File: src/rtl/bclk_pkg.sv
package bclk_pkg;

    // Divider state carried between stages
    typedef struct packed {
        logic [7:0] phase;
        logic       clk_level;
    } div_state_t;

    // High window of the recovered clock: lead <= phase < lead + div/2
    function automatic logic phase_is_high(input int unsigned phase,
                                           input int unsigned lead,
                                           input int unsigned div);
        return (phase >= lead) && (phase < lead + div / 2);
    endfunction

    function automatic int unsigned phase_step(input int unsigned phase,
                                               input int unsigned div);
        return (phase == div - 1) ? 0 : phase + 1;
    endfunction

endpackage

File: src/rtl/bclk_edge_sync.sv
module bclk_edge_sync #(
    parameter int STAGES = 2
) (
    input  logic clk,
    input  logic rst,
    input  logic din,
    output logic rise_pulse
);
    localparam int CHAIN = STAGES + 1;

    logic [CHAIN-1:0] chain_q;

    generate
        for (genvar g = 0; g < CHAIN; g++) begin : g_stage
            if (g == 0) begin : g_first
                always_ff @(posedge clk) begin
                    if (rst) chain_q[0] <= 1'b0;
                    else     chain_q[0] <= din;
                end
            end else begin : g_next
                always_ff @(posedge clk) begin
                    if (rst) chain_q[g] <= 1'b0;
                    else     chain_q[g] <= chain_q[g-1];
                end
            end
        end
    endgenerate

    assign rise_pulse = chain_q[STAGES-1] & ~chain_q[STAGES];
endmodule

File: src/rtl/bclk_bit_watch.sv
module bclk_bit_watch (
    input  logic clk,
    input  logic rst,
    input  logic bit_in,
    output logic up_pulse,
    output logic down_pulse
);
    logic prev_q;

    always_ff @(posedge clk) begin
        if (rst) prev_q <= 1'b0;
        else     prev_q <= bit_in;
    end

    assign up_pulse   = bit_in & ~prev_q;
    assign down_pulse = ~bit_in & prev_q;
endmodule

File: src/rtl/bclk_divider.sv
module bclk_divider
    import bclk_pkg::*;
#(
    parameter int DIV  = 16,
    parameter int LEAD = 4
) (
    input  logic                     clk,
    input  logic                     rst,
    input  logic                     advance,
    input  logic                     resync,
    output logic [$clog2(DIV)-1:0]   phase,
    output logic                     clk_out
);
    localparam int CW = $clog2(DIV);

    div_state_t st_q, st_d;

    always_comb begin
        st_d = st_q;
        if (resync) begin
            st_d.phase     = '0;
            st_d.clk_level = 1'b0;
        end else if (advance) begin
            st_d.phase     = 8'(phase_step(int'(st_q.phase), DIV));
            st_d.clk_level = phase_is_high(int'(st_d.phase), LEAD, DIV);
        end
    end

    always_ff @(posedge clk) begin
        if (rst) st_q <= '0;
        else     st_q <= st_d;
    end

    assign phase   = st_q.phase[CW-1:0];
    assign clk_out = st_q.clk_level;

    // a rising clock only ever starts at the lead phase
    a_r3_rise_at_lead: assert property (@(posedge clk) disable iff (rst)
        $rose(clk_out) |-> int'(phase) == LEAD);
endmodule

File: src/rtl/bit_clock_recovery.sv
module bit_clock_recovery #(
    parameter int DIV         = 16,
    parameter int LEAD        = 4,
    parameter int SYNC_STAGES = 2
) (
    input  logic clk,
    input  logic rst,
    input  logic fsk_in,
    input  logic bit_in,
    output logic bit_clk
);
    localparam int CW = $clog2(DIV);

    logic          edge_p;
    logic          up_p;
    logic          down_p;
    logic [CW-1:0] phase;

    bclk_edge_sync #(.STAGES(SYNC_STAGES)) i_sync (
        .clk(clk), .rst(rst), .din(fsk_in), .rise_pulse(edge_p)
    );

    bclk_bit_watch i_watch (
        .clk(clk), .rst(rst), .bit_in(bit_in),
        .up_pulse(up_p), .down_pulse(down_p)
    );

    bclk_divider #(.DIV(DIV), .LEAD(LEAD)) i_div (
        .clk(clk), .rst(rst), .advance(edge_p), .resync(up_p),
        .phase(phase), .clk_out(bit_clk)
    );

    // a rising decided bit clears the phase and forces the clock low
    a_r5_resync_clear: assert property (@(posedge clk) disable iff (rst)
        up_p |=> (phase == '0) && !bit_clk);

    // one step per carrier edge, wrapping at DIV
    a_r2_step: assert property (@(posedge clk) disable iff (rst)
        (edge_p && !up_p) |=> int'(phase) == ((int'($past(phase)) + 1) % DIV));

    // nothing moves without a carrier edge or resync
    a_r8_hold: assert property (@(posedge clk) disable iff (rst)
        (!edge_p && !up_p) |=> $stable(phase) && $stable(bit_clk));

    // a falling decided bit leaves the phase untouched
    a_r6_fall_ignored: assert property (@(posedge clk) disable iff (rst)
        (down_p && !edge_p) |=> $stable(phase));
endmodule

File: config.mk
export PLATFORM = sky130hd
export DESIGN_NAME = bit_clock_recovery
export DESIGN_NICKNAME = d
export VERILOG_FILES = /design/src/rtl/bclk_pkg.sv /design/src/rtl/bclk_edge_sync.sv /design/src/rtl/bclk_bit_watch.sv /design/src/rtl/bclk_divider.sv /design/src/rtl/bit_clock_recovery.sv
export SDC_FILE = /design/constraint.sdc
export NUM_CORES = 1
export LEC_CHECK = 0
export ABC_AREA = 0
export BUFFER_PORTS_ARGS = -buffer_cell sky130_fd_sc_hd__buf_2
export CORE_AREA = 3 3 40 42
export CTS_BUF_LIST = sky130_fd_sc_hd__clkbuf_8 sky130_fd_sc_hd__clkbuf_16
export DETAILED_ROUTE_END_ITERATION = 8
export DIE_AREA = 0 0 43 45
export PLACE_DENSITY = 0.68
export SLEW_MARGIN = 20
export SYNTH_ARGS = -nofsm -noshare
export SYNTH_HDL_FRONTEND = slang
export SYNTH_SLANG_ARGS = --single-unit
export TNS_END_PERCENT = 1
File: constraint.sdc
create_clock -name clk -period 2 [get_ports clk]
set_input_delay 0.2 -clock clk [delete_from_list [all_inputs] [get_ports clk]]
set_output_delay 0.2 -clock clk [all_outputs]
set_load 0.005 [all_outputs]
==> results.cfg, run 1 <==
[outcome]
run_status = finished clean

[placed_design]
port_buffers = 4
hpwl_um = 787
placed_cells = 92
gp_congestion = 0.768

[cells_and_area]
nets = 88
drive_gt1_share_pct = 14.8
final_cells = 96
antennaDiodeCount = 0
synthToLayoutAreaGrowth_pct = 8.85

[die]
ios = 5
start_util_pct = 51.7
rows = 13
core_region_area_mm2 = 0.00128
dieArea_mm2 = 0.00194
dieWidth_um = 43
die_h_um = 45

[clocking]
postCtsResizedCells = 0
clock_sinks = 13
path_clk_slew_ns = 0.06
clk_latency_ns = 0.25
clock-root-buffer = clkbuf_8
h-tree-depth = 1
postCtsHoldBufs = 0
cts_tree = built
clk_path_buf_depth = 2
cts_buffers = 3
cts_setup_buffers = 0

[synthesis]
netlist_instances = 76
syn_nets = 82
syn-cell-area_um2 = 664
ys_seq_area_share_pct = 39.2
ys_ff_latch = 13
yosysUniqueCellTypes = 31
syn_avg_cell_area_um2 = 8.74
synth_warnings = 0

[drt]
drt-total-wl_um = 1200
via_per_inst = 5.63
initialDrtViolationCount = 8
dr_total_vias = 540
drc = 0
ant_nets = 0
wl_per_cell_um = 12.5
dr.pass1.iters = 4

[grt]
track_usage_pct = 14.7
antenna_found_initial = 0
overflow = 0
grt_pass1_wl_um = 2000
grt_max_degree = 10
grt_pass1_vias = 467

[run]
drv_cap = 0

[worst_setup_path]
cp_data_required_time_ns = 2.18
reg2reg_depth = 4
critical_path_class = reg2reg
cp-end-kind = flop
cp.arrival_ns = 1.75
start_kind = flop
worstPathMaxFanout = 7

[hold_path]
hold_class = in2reg
min_path_cells = 2

[power_and_ir_drop]
p_per_area_mw_per_mm2 = 723
power_leakage_uw = 0.000273
irDropWorstVdd_mv = 0.466

[sta]
final-setup-viol-count = 0
finalHoldViolCount = 0
clock.fmax_mhz = 636
rsz0062_at_grt = no
relSlewSlack_pct = 74.5
worstMarginPinSlew_ns = 0.380
finalCritPeriodShare_pct = 78.6
drv_slew = 0
period_needed_ns = 1.57
setup_tns_ns = 0
skew_ns = 0.00323
whs_ns = 0.164
[logic make-up after synthesis]
group | count (synthesis) | share of synthesized area [%]
AOI/OAI and AO/OA | 16 | 15.6
xor gates and xnor gates | 7 | 9.23
DFF | 13 | 39.2
adders and majority gates | 2 | 3.77
and+or+nand+nor | 34 | 27.7
buffers and inverters | 4 | 4.52
[flip-flops by register name, indices dropped and copies added, names as in the netlist]
name            count
i_div.clk_out       1
i_watch.prev_q      1
i_div.st_q          4
i_div.phase         4
i_sync.chain_q      3
[power by group]
group / total, uW / switching, uW / internal, uW
Sequential: 265 / 2.09 / 263
Combinational: 17.9 / 10.9 / 7.00
Clock: 240 / 102 / 138
[cells in the mapped netlist]
master     number  area (um2)
ha_1            2        25.0
or4_1           1        7.51
buf_6           2        22.5
and3_1          2        12.5
a311oi_1        1        8.76
and2b_2         1        8.76
or4_4           1        11.3
or3b_2          1        8.76
o2111ai_1       1        8.76
nor4_1          1        6.26
a21o_1          1        7.51
nor3_1          3        15.0
o21ai_0         5        25.0
xor2_1          4        35.0
nand4_1         2        12.5
nand2_1         6        22.5
dfxtp_1        13         260
a21boi_0        1        7.51
nor2b_1         4        25.0
inv_1           1        3.75
xnor2_1         3        26.3
nor2_1          8        30.0
nand2b_1        1        6.26
a211oi_1        1        7.51
o22ai_1         1        6.26
o31ai_1         1        7.51
or3_2           1        7.51
nand3_1         2        10.0
a21oi_1         3        15.0
a32o_1          1        10.0
clkbuf_1        1        3.75
[critical path, stage by stage (launching register included)]
cell and delay [ns]:
dfxtp_1 0.41, ha_1 0.31, nand3_1 0.16, or4_1 0.49, a21oi_1 0.13
[cell type report]
type / instances / area (um2)
Fill cell: 117 / 562
Clock buffer: 3 / 41.3
Sequential cell: 13 / 260
Multi-Input combinational cell: 59 / 374
Tap cell: 15 / 18.8
Clock inverter: 1 / 5.00
Inverter: 1 / 3.75
Timing Repair Buffer: 4 / 20.0
[final timing paths]
check / startpoint / slack, ns / end
max: i_div.phase[0]$_SDFFE_PP0P_ / 0.43 / i_div.st_q[5]$_SDFFE_PP0P_
min: fsk_in / 0.16 / i_sync.chain_q[0]$_SDFF_PP0_
min reg2reg: i_sync.chain_q[0]$_SDFF_PP0_ / 0.44 / i_sync.chain_q[1]$_SDFF_PP0_
max reg2reg: i_div.phase[0]$_SDFFE_PP0P_ / 0.43 / i_div.st_q[5]$_SDFFE_PP0P_
[metal layers]
| metal | share of wire (%) | track usage, % | wire (um) |
|---|---|---|---|
| met5 | 0 | 0 | 0 |
| met4 | 3.7 | 12.7 | 44 |
| met3 | 3.7 | 4.78 | 45 |
| met2 | 45 | 22.2 | 539 |
| met1 | 48 | 16.8 | 574 |
[stage by stage]
stage	area [um2]	power, uW	setup slack (ns)	util (%)
finish	723	523	0.427	56.3
global route	723	545	0.298	56.3
CTS	723	531	0.420	56.3
detailed placement	677	289	0.450	52.7
global placement	677	289	0.467	52.7
floorplan	664	285	0.581	-
[cell usage in the layout, fill, tap and decap left out]
cell type | netlist | final
nor2b_1 | 4 | 4
or3b_2 | 1 | 1
inv_1 | 1 | 1
nor3_1 | 3 | 3
dfxtp_1 | 13 | 13
a21oi_1 | 3 | 3
clkbuf_8 | 0 | 3
ha_1 | 2 | 2
xor2_1 | 4 | 4
nand3_1 | 2 | 2
o31ai_1 | 1 | 1
a21boi_0 | 1 | 1
nand2b_1 | 1 | 1
nor4_1 | 1 | 1
nand2_1 | 6 | 6
nand4_1 | 2 | 2
nor2_1 | 8 | 8
a211oi_1 | 1 | 1
a311oi_1 | 1 | 1
o22ai_1 | 1 | 1
or4_4 | 1 | 1
or3_2 | 1 | 1
buf_2 | 0 | 4
o21ai_0 | 5 | 5
clkinv_2 | 0 | 1
a21o_1 | 1 | 1
o2111ai_1 | 1 | 1
xnor2_1 | 3 | 3
and2b_2 | 1 | 1
or4_1 | 1 | 1
and3_1 | 2 | 2
a32o_1 | 1 | 1
Note: power is estimated with default switching activity, not from simulation.
==> run 2: changes to the inputs <==
Clock period 2 ns to 1.45 ns, I/O delays scaled along.
==> results.cfg, run 2 (same netlist as run 1, synthesis figures left out) <==
[outcome]
run_status = finished clean

[drt]
dr_total_vias = 579
wl_per_cell_um = 12.2
ant_nets = 0
drc = 0
dr.pass1.iters = 4
initialDrtViolationCount = 25
drt-total-wl_um = 1300
via_per_inst = 5.46

[sta]
finalHoldViolCount = 0
skew_ns = 0.000879
drv_slew = 0
final-setup-viol-count = 0
finalCritPeriodShare_pct = 97.0
clock.fmax_mhz = 711
relSlewSlack_pct = 80.6
period_needed_ns = 1.41
rsz0062_at_grt = no
worstMarginPinSlew_ns = 0.288

[cells_and_area]
synthToLayoutAreaGrowth_pct = 24.7
antennaDiodeCount = 0
layout_commonest_cell = dfxtp_1
fillers = 113
layout_common_cells = dfxtp_1, buf_4, nor2_1
stdcell_area_um2 = 828
nets = 98
drive_gt1_share_pct = 28.6

[grt]
grt_pass1_wl_um = 2200
grtUsageMet3_pct = 4.78
met1_usage_pct = 21.2
antenna_found_initial = 0
grt_max_degree = 9
track_usage_pct = 16.0
grt_pass1_vias = 485
overflow = 0
busiest_layer = met2
met2_usage_pct = 22.2

[placed_design]
gp_congestion = 0.756
port_buffers = 4
hpwl_um = 938
placed_area_um2 = 752

[die]
dieArea_mm2 = 0.00194
dieWidth_um = 43
ios = 5
start_util_pct = 51.7
die_h_um = 45
rows = 13
core_region_area_mm2 = 0.00128

[power_and_ir_drop]
power_leakage_uw = 0.000327
p_total_uw = 714
p_per_area_mw_per_mm2 = 862
irDropWorstVdd_mv = 0.709

[clocking]
h-tree-depth = 1
cts_tree = built
clock-root-buffer = clkbuf_8
postCtsHoldBufs = 0
clock_sinks = 13
path_clk_slew_ns = 0.05
cts_buffers = 3
clk_latency_ns = 0.24
clk_path_buf_depth = 2

[worst_setup_path]
critical_path_class = reg2reg
r2r-start = i_div.st_q[5]$_SDFFE_PP0P_
reg2reg_depth = 4
cpLargestDelayFamily = simple AND/OR/NAND/NOR gates
slowest_stage = or4_4
critPathBufInv = 0
worstPathMaxFanout = 3
cp-end-kind = flop
path_cells = or4_4, and3_1, o22ai_1, o31ai_1
start_kind = flop
r2r_end = i_div.clk_out$_SDFFE_PP0P_
crit_start = i_div.st_q[5]$_SDFFE_PP0P_
crit_path_max_incr_delay_ns = 0.54
worst-path-stages = 4
cp_data_required_time_ns = 1.58
cp.arrival_ns = 1.53
r2r_slack_ns = 0.04
endpoint = i_div.clk_out$_SDFFE_PP0P_

[hold_path]
hold_class = in2reg

[run]
drv_cap = 0
## run 2: how the worst min path moves through the flow
| stage | startpoint | endpoint | slack [ns] | depth (start not counted) |
|---|---|---|---|---|
| 2_1_floorplan | rst | i_sync.chain_q[0]$_SDFF_PP0_ | 0.22 | 1 |
| 3_3_place_gp | fsk_in | i_sync.chain_q[0]$_SDFF_PP0_ | 0.36 | 2 |
| 3_5_place_dp | fsk_in | i_sync.chain_q[0]$_SDFF_PP0_ | 0.37 | 2 |
| 4_1_cts | fsk_in | i_sync.chain_q[0]$_SDFF_PP0_ | 0.11 | 2 |
| 5_1_grt | rst | i_sync.chain_q[1]$_SDFF_PP0_ | 0.12 | 2 |
| 6_report | fsk_in | i_sync.chain_q[0]$_SDFF_PP0_ | 0.11 | 2 |
## run 2: timing repair
action	in CTS	in global routing
hold endpoints to repair	0	0
endpoints found under the setup margin	2	2
buffers inserted	0	0
gates cloned	0	0
pin swaps	0	1
resized for setup	2	6
## run 2: where the power goes
group	switching (uW)	internal, uW
clock network	132	187
registers	3.60	362
logic	16.4	13.3
total	152	562
## run 2: layout make-up
cell class | count | area (um2) | area share (%)
tap | 15 | 18.8 | 2.27
multi-input combinational | 59 | 402 | 48.5
inverter | 1 | 3.75 | 0.453
clock buffer | 3 | 41.3 | 4.98
sequential | 13 | 264 | 31.9
timing repair buffer | 14 | 95.1 | 11.5
clock inverter | 1 | 3.75 | 0.453
## run 2: layer usage
metal / part of all wire (%) / vias to the layer above
met5: 0 / -
met4: 2.2 / 0
met3: 3.2 / 4
met2: 45 / 10
met1: 49 / 265
li1: - / 300
## run 2: per-stage QoR
stage / instances / util [%] / hold WS, ns / setup TNS (ns) / worst slack [ns]
after detailed placement: 102 / 58.5 / 0.366 / -0.0172 / -0.0172
after CTS: 106 / 62.3 / 0.111 / 0 / 0.0474
after global routing: 106 / 64.5 / 0.125 / 0 / 0.00949
after global placement: 102 / 58.5 / 0.359 / -0.0148 / -0.0148
final: 106 / 64.5 / 0.113 / 0 / 0.0436
after floorplan: 76 / - / 0.217 / 0 / 0.0308
==> run 3: changes to the inputs <==
Settings changed: CORE_AREA 3 3 40 42 to not set, CORE_MARGIN set to 3, CORE_UTILIZATION set to 50, DIE_AREA 0 0 43 45 to not set, PLACE_DENSITY 0.68 to 0.71.
Clock period 1.45 ns to 1.1 ns, I/O delays scaled along.
==> results.cfg, run 3 (same netlist as run 1, synthesis figures left out) <==
[sta]
final-setup-viol-count = 7
rsz0062_at_grt = yes
clock.fmax_mhz = 734
fin_ws_ns = -0.263
finalCritPeriodShare_pct = 124
finalHoldViolCount = 0
skew_ns = 0.00261
relSlewSlack_pct = 85.3
worstMarginPinSlew_ns = 0.218
period_needed_ns = 1.36
drv_slew = 0

[hold_path]
hold_class = in2reg
min_to = i_sync.chain_q[0]$_SDFF_PP0_
min_path_cells = 2
min-delay-start = fsk_in

[placed_design]
hpwl_um = 1080
dp_slack_ns = -0.248
port_buffers = 4
gp_congestion = 0.870

[cells_and_area]
layout_commonest_cell = buf_4
nets = 107
layout_common_cells = buf_4, nor2_1, dfxtp_1
seqCellArea_um2 = 273
drive_gt1_share_pct = 47.0
antennaDiodeCount = 0
synthToLayoutAreaGrowth_pct = 42.9
fin_util_pct = 81.1
multi_input_area_um2 = 444
fillers = 71

[worst_setup_path]
r2r-start = i_div.st_q[5]$_SDFFE_PP0P_
critPathBufInv = 0
cp_data_required_time_ns = 1.23
path_cells = or4_4, and3_4, o22ai_2, o31ai_1
worstPathMaxFanout = 3
r2r_end = i_div.clk_out$_SDFFE_PP0P_
cp-end-kind = flop
reg2reg_depth = 4
r2r_slack_ns = -0.26
crit_path_max_incr_delay_ns = 0.53
cp.arrival_ns = 1.49
cpLargestDelayFamily = simple AND/OR/NAND/NOR gates
critical_path_class = reg2reg
start_kind = flop
slowest_stage = or4_4

[drt]
drt-total-wl_um = 1850
dr_total_vias = 659
drc = 0
dr.pass1.iters = 4
via_per_inst = 5.78
wl_per_cell_um = 16.2
ant_nets = 0
initialDrtViolationCount = 9

[clocking]
clock-root-buffer = clkbuf_8
clk_path_buf_depth = 2
h-tree-depth = 1
cts_setup_buffers = 0
cts_buffers = 3
path_clk_slew_ns = 0.06
clk_latency_ns = 0.24
clock_sinks = 13
postCtsHoldBufs = 0
cts_tree = built

[die]
dieArea_mm2 = 0.00180
rows = 12
die_h_um = 42.5
start_util_pct = 56.7
core_region_area_mm2 = 0.00117
ios = 5
dieWidth_um = 42.5

[grt]
antenna_found_initial = 0
met1_usage_pct = 24.2
grt_pass1_vias = 687
track_usage_pct = 22.6
grt_max_degree = 9
grtUsageMet3_pct = 6.44
overflow = 0
grt_pass1_wl_um = 2970
met2_usage_pct = 38.3
busiest_layer = met2

[run]
drv_cap = 0

[power_and_ir_drop]
clockPowerShare_pct = 44.2
irDropWorstVdd_mv = 0.756
power_leakage_uw = 0.000387
p_int_uw = 742
switching_share_pct = 21.5
p_comb_share_pct = 5.0
switchingPower_uw = 203
pwr-share-seq_pct = 50.8
p_per_area_mw_per_mm2 = 996

[outcome]
run_status = finished with violations
violations = negative setup slack
-- run 3: changes by cell type in the layout (fill, tap and decap cells not counted), sizes merged --
| cell | before | now |
|---|---|---|
| buf | 14 | 23 |
-- run 3: cell type report --
cell class,count,area share (%)
Inverter,1,0.395
Timing Repair Buffer,23,17.5
Clock buffer,3,4.35
Clock inverter,1,0.395
Multi-Input combinational cell,59,46.8
Sequential cell,13,28.7
Tap cell,14,1.84
-- run 3: power groups by stage --
| stage | Sequential, uW | Combinational [uW] | Clock [uW] |
|---|---|---|---|
| finish | 480 | 47.7 | 418 |
| global route | 480 | 52.1 | 445 |
| CTS | 482 | 45.1 | 424 |
| detailed placement | 493 | 43.2 | 0 |
| global placement | 493 | 43.0 | 0 |
| floorplan | 492 | 25.7 | 0 |
-- run 3: worst max path at each step --
stage                                from                    endpoint  slack [ns]  depth (start not counted)
3_3_place_gp   i_div.st_q[5]$_SDFFE_PP0P_  i_div.clk_out$_SDFFE_PP0P_       -0.22                          4
5_1_grt        i_div.st_q[5]$_SDFFE_PP0P_  i_div.clk_out$_SDFFE_PP0P_       -0.30                          4
4_1_cts        i_div.st_q[5]$_SDFFE_PP0P_  i_div.clk_out$_SDFFE_PP0P_       -0.25                          4
3_5_place_dp   i_div.st_q[5]$_SDFFE_PP0P_  i_div.clk_out$_SDFFE_PP0P_       -0.25                          4
2_1_floorplan  i_div.st_q[5]$_SDFFE_PP0P_  i_div.clk_out$_SDFFE_PP0P_       -0.24                          4
6_report       i_div.st_q[5]$_SDFFE_PP0P_  i_div.clk_out$_SDFFE_PP0P_       -0.26                          4
-- run 3: metal layers --
| layer | vias to the layer above | share of wire, % |
|---|---|---|
| met5 | - | 0 |
| met4 | 0 | 3.0 |
| met3 | 9 | 3.4 |
| met2 | 21 | 53 |
| met1 | 312 | 41 |
| li1 | 317 | - |
-- run 3: per-stage QoR --
stage | power, uW | area [um2] | setup TNS, ns | hold slack [ns] | std cells
after CTS | 951 | 930 | -0.922 | 0.0772 | 114
after global routing | 978 | 950 | -1.43 | 0.0970 | 114
after floorplan | 518 | 686 | -0.723 | 0.182 | 76
after global placement | 536 | 840 | -0.956 | 0.323 | 110
final | 946 | 950 | -1.07 | 0.0758 | 114
after detailed placement | 536 | 840 | -1.03 | 0.329 | 110
-- run 3: repair_timing --
| item | 4_1_cts | 5_1_grt |
|---|---|---|
| resized for setup | 13 | 5 |
| pin swaps | 1 | 3 |
| setup endpoints to repair | 7 | 8 |
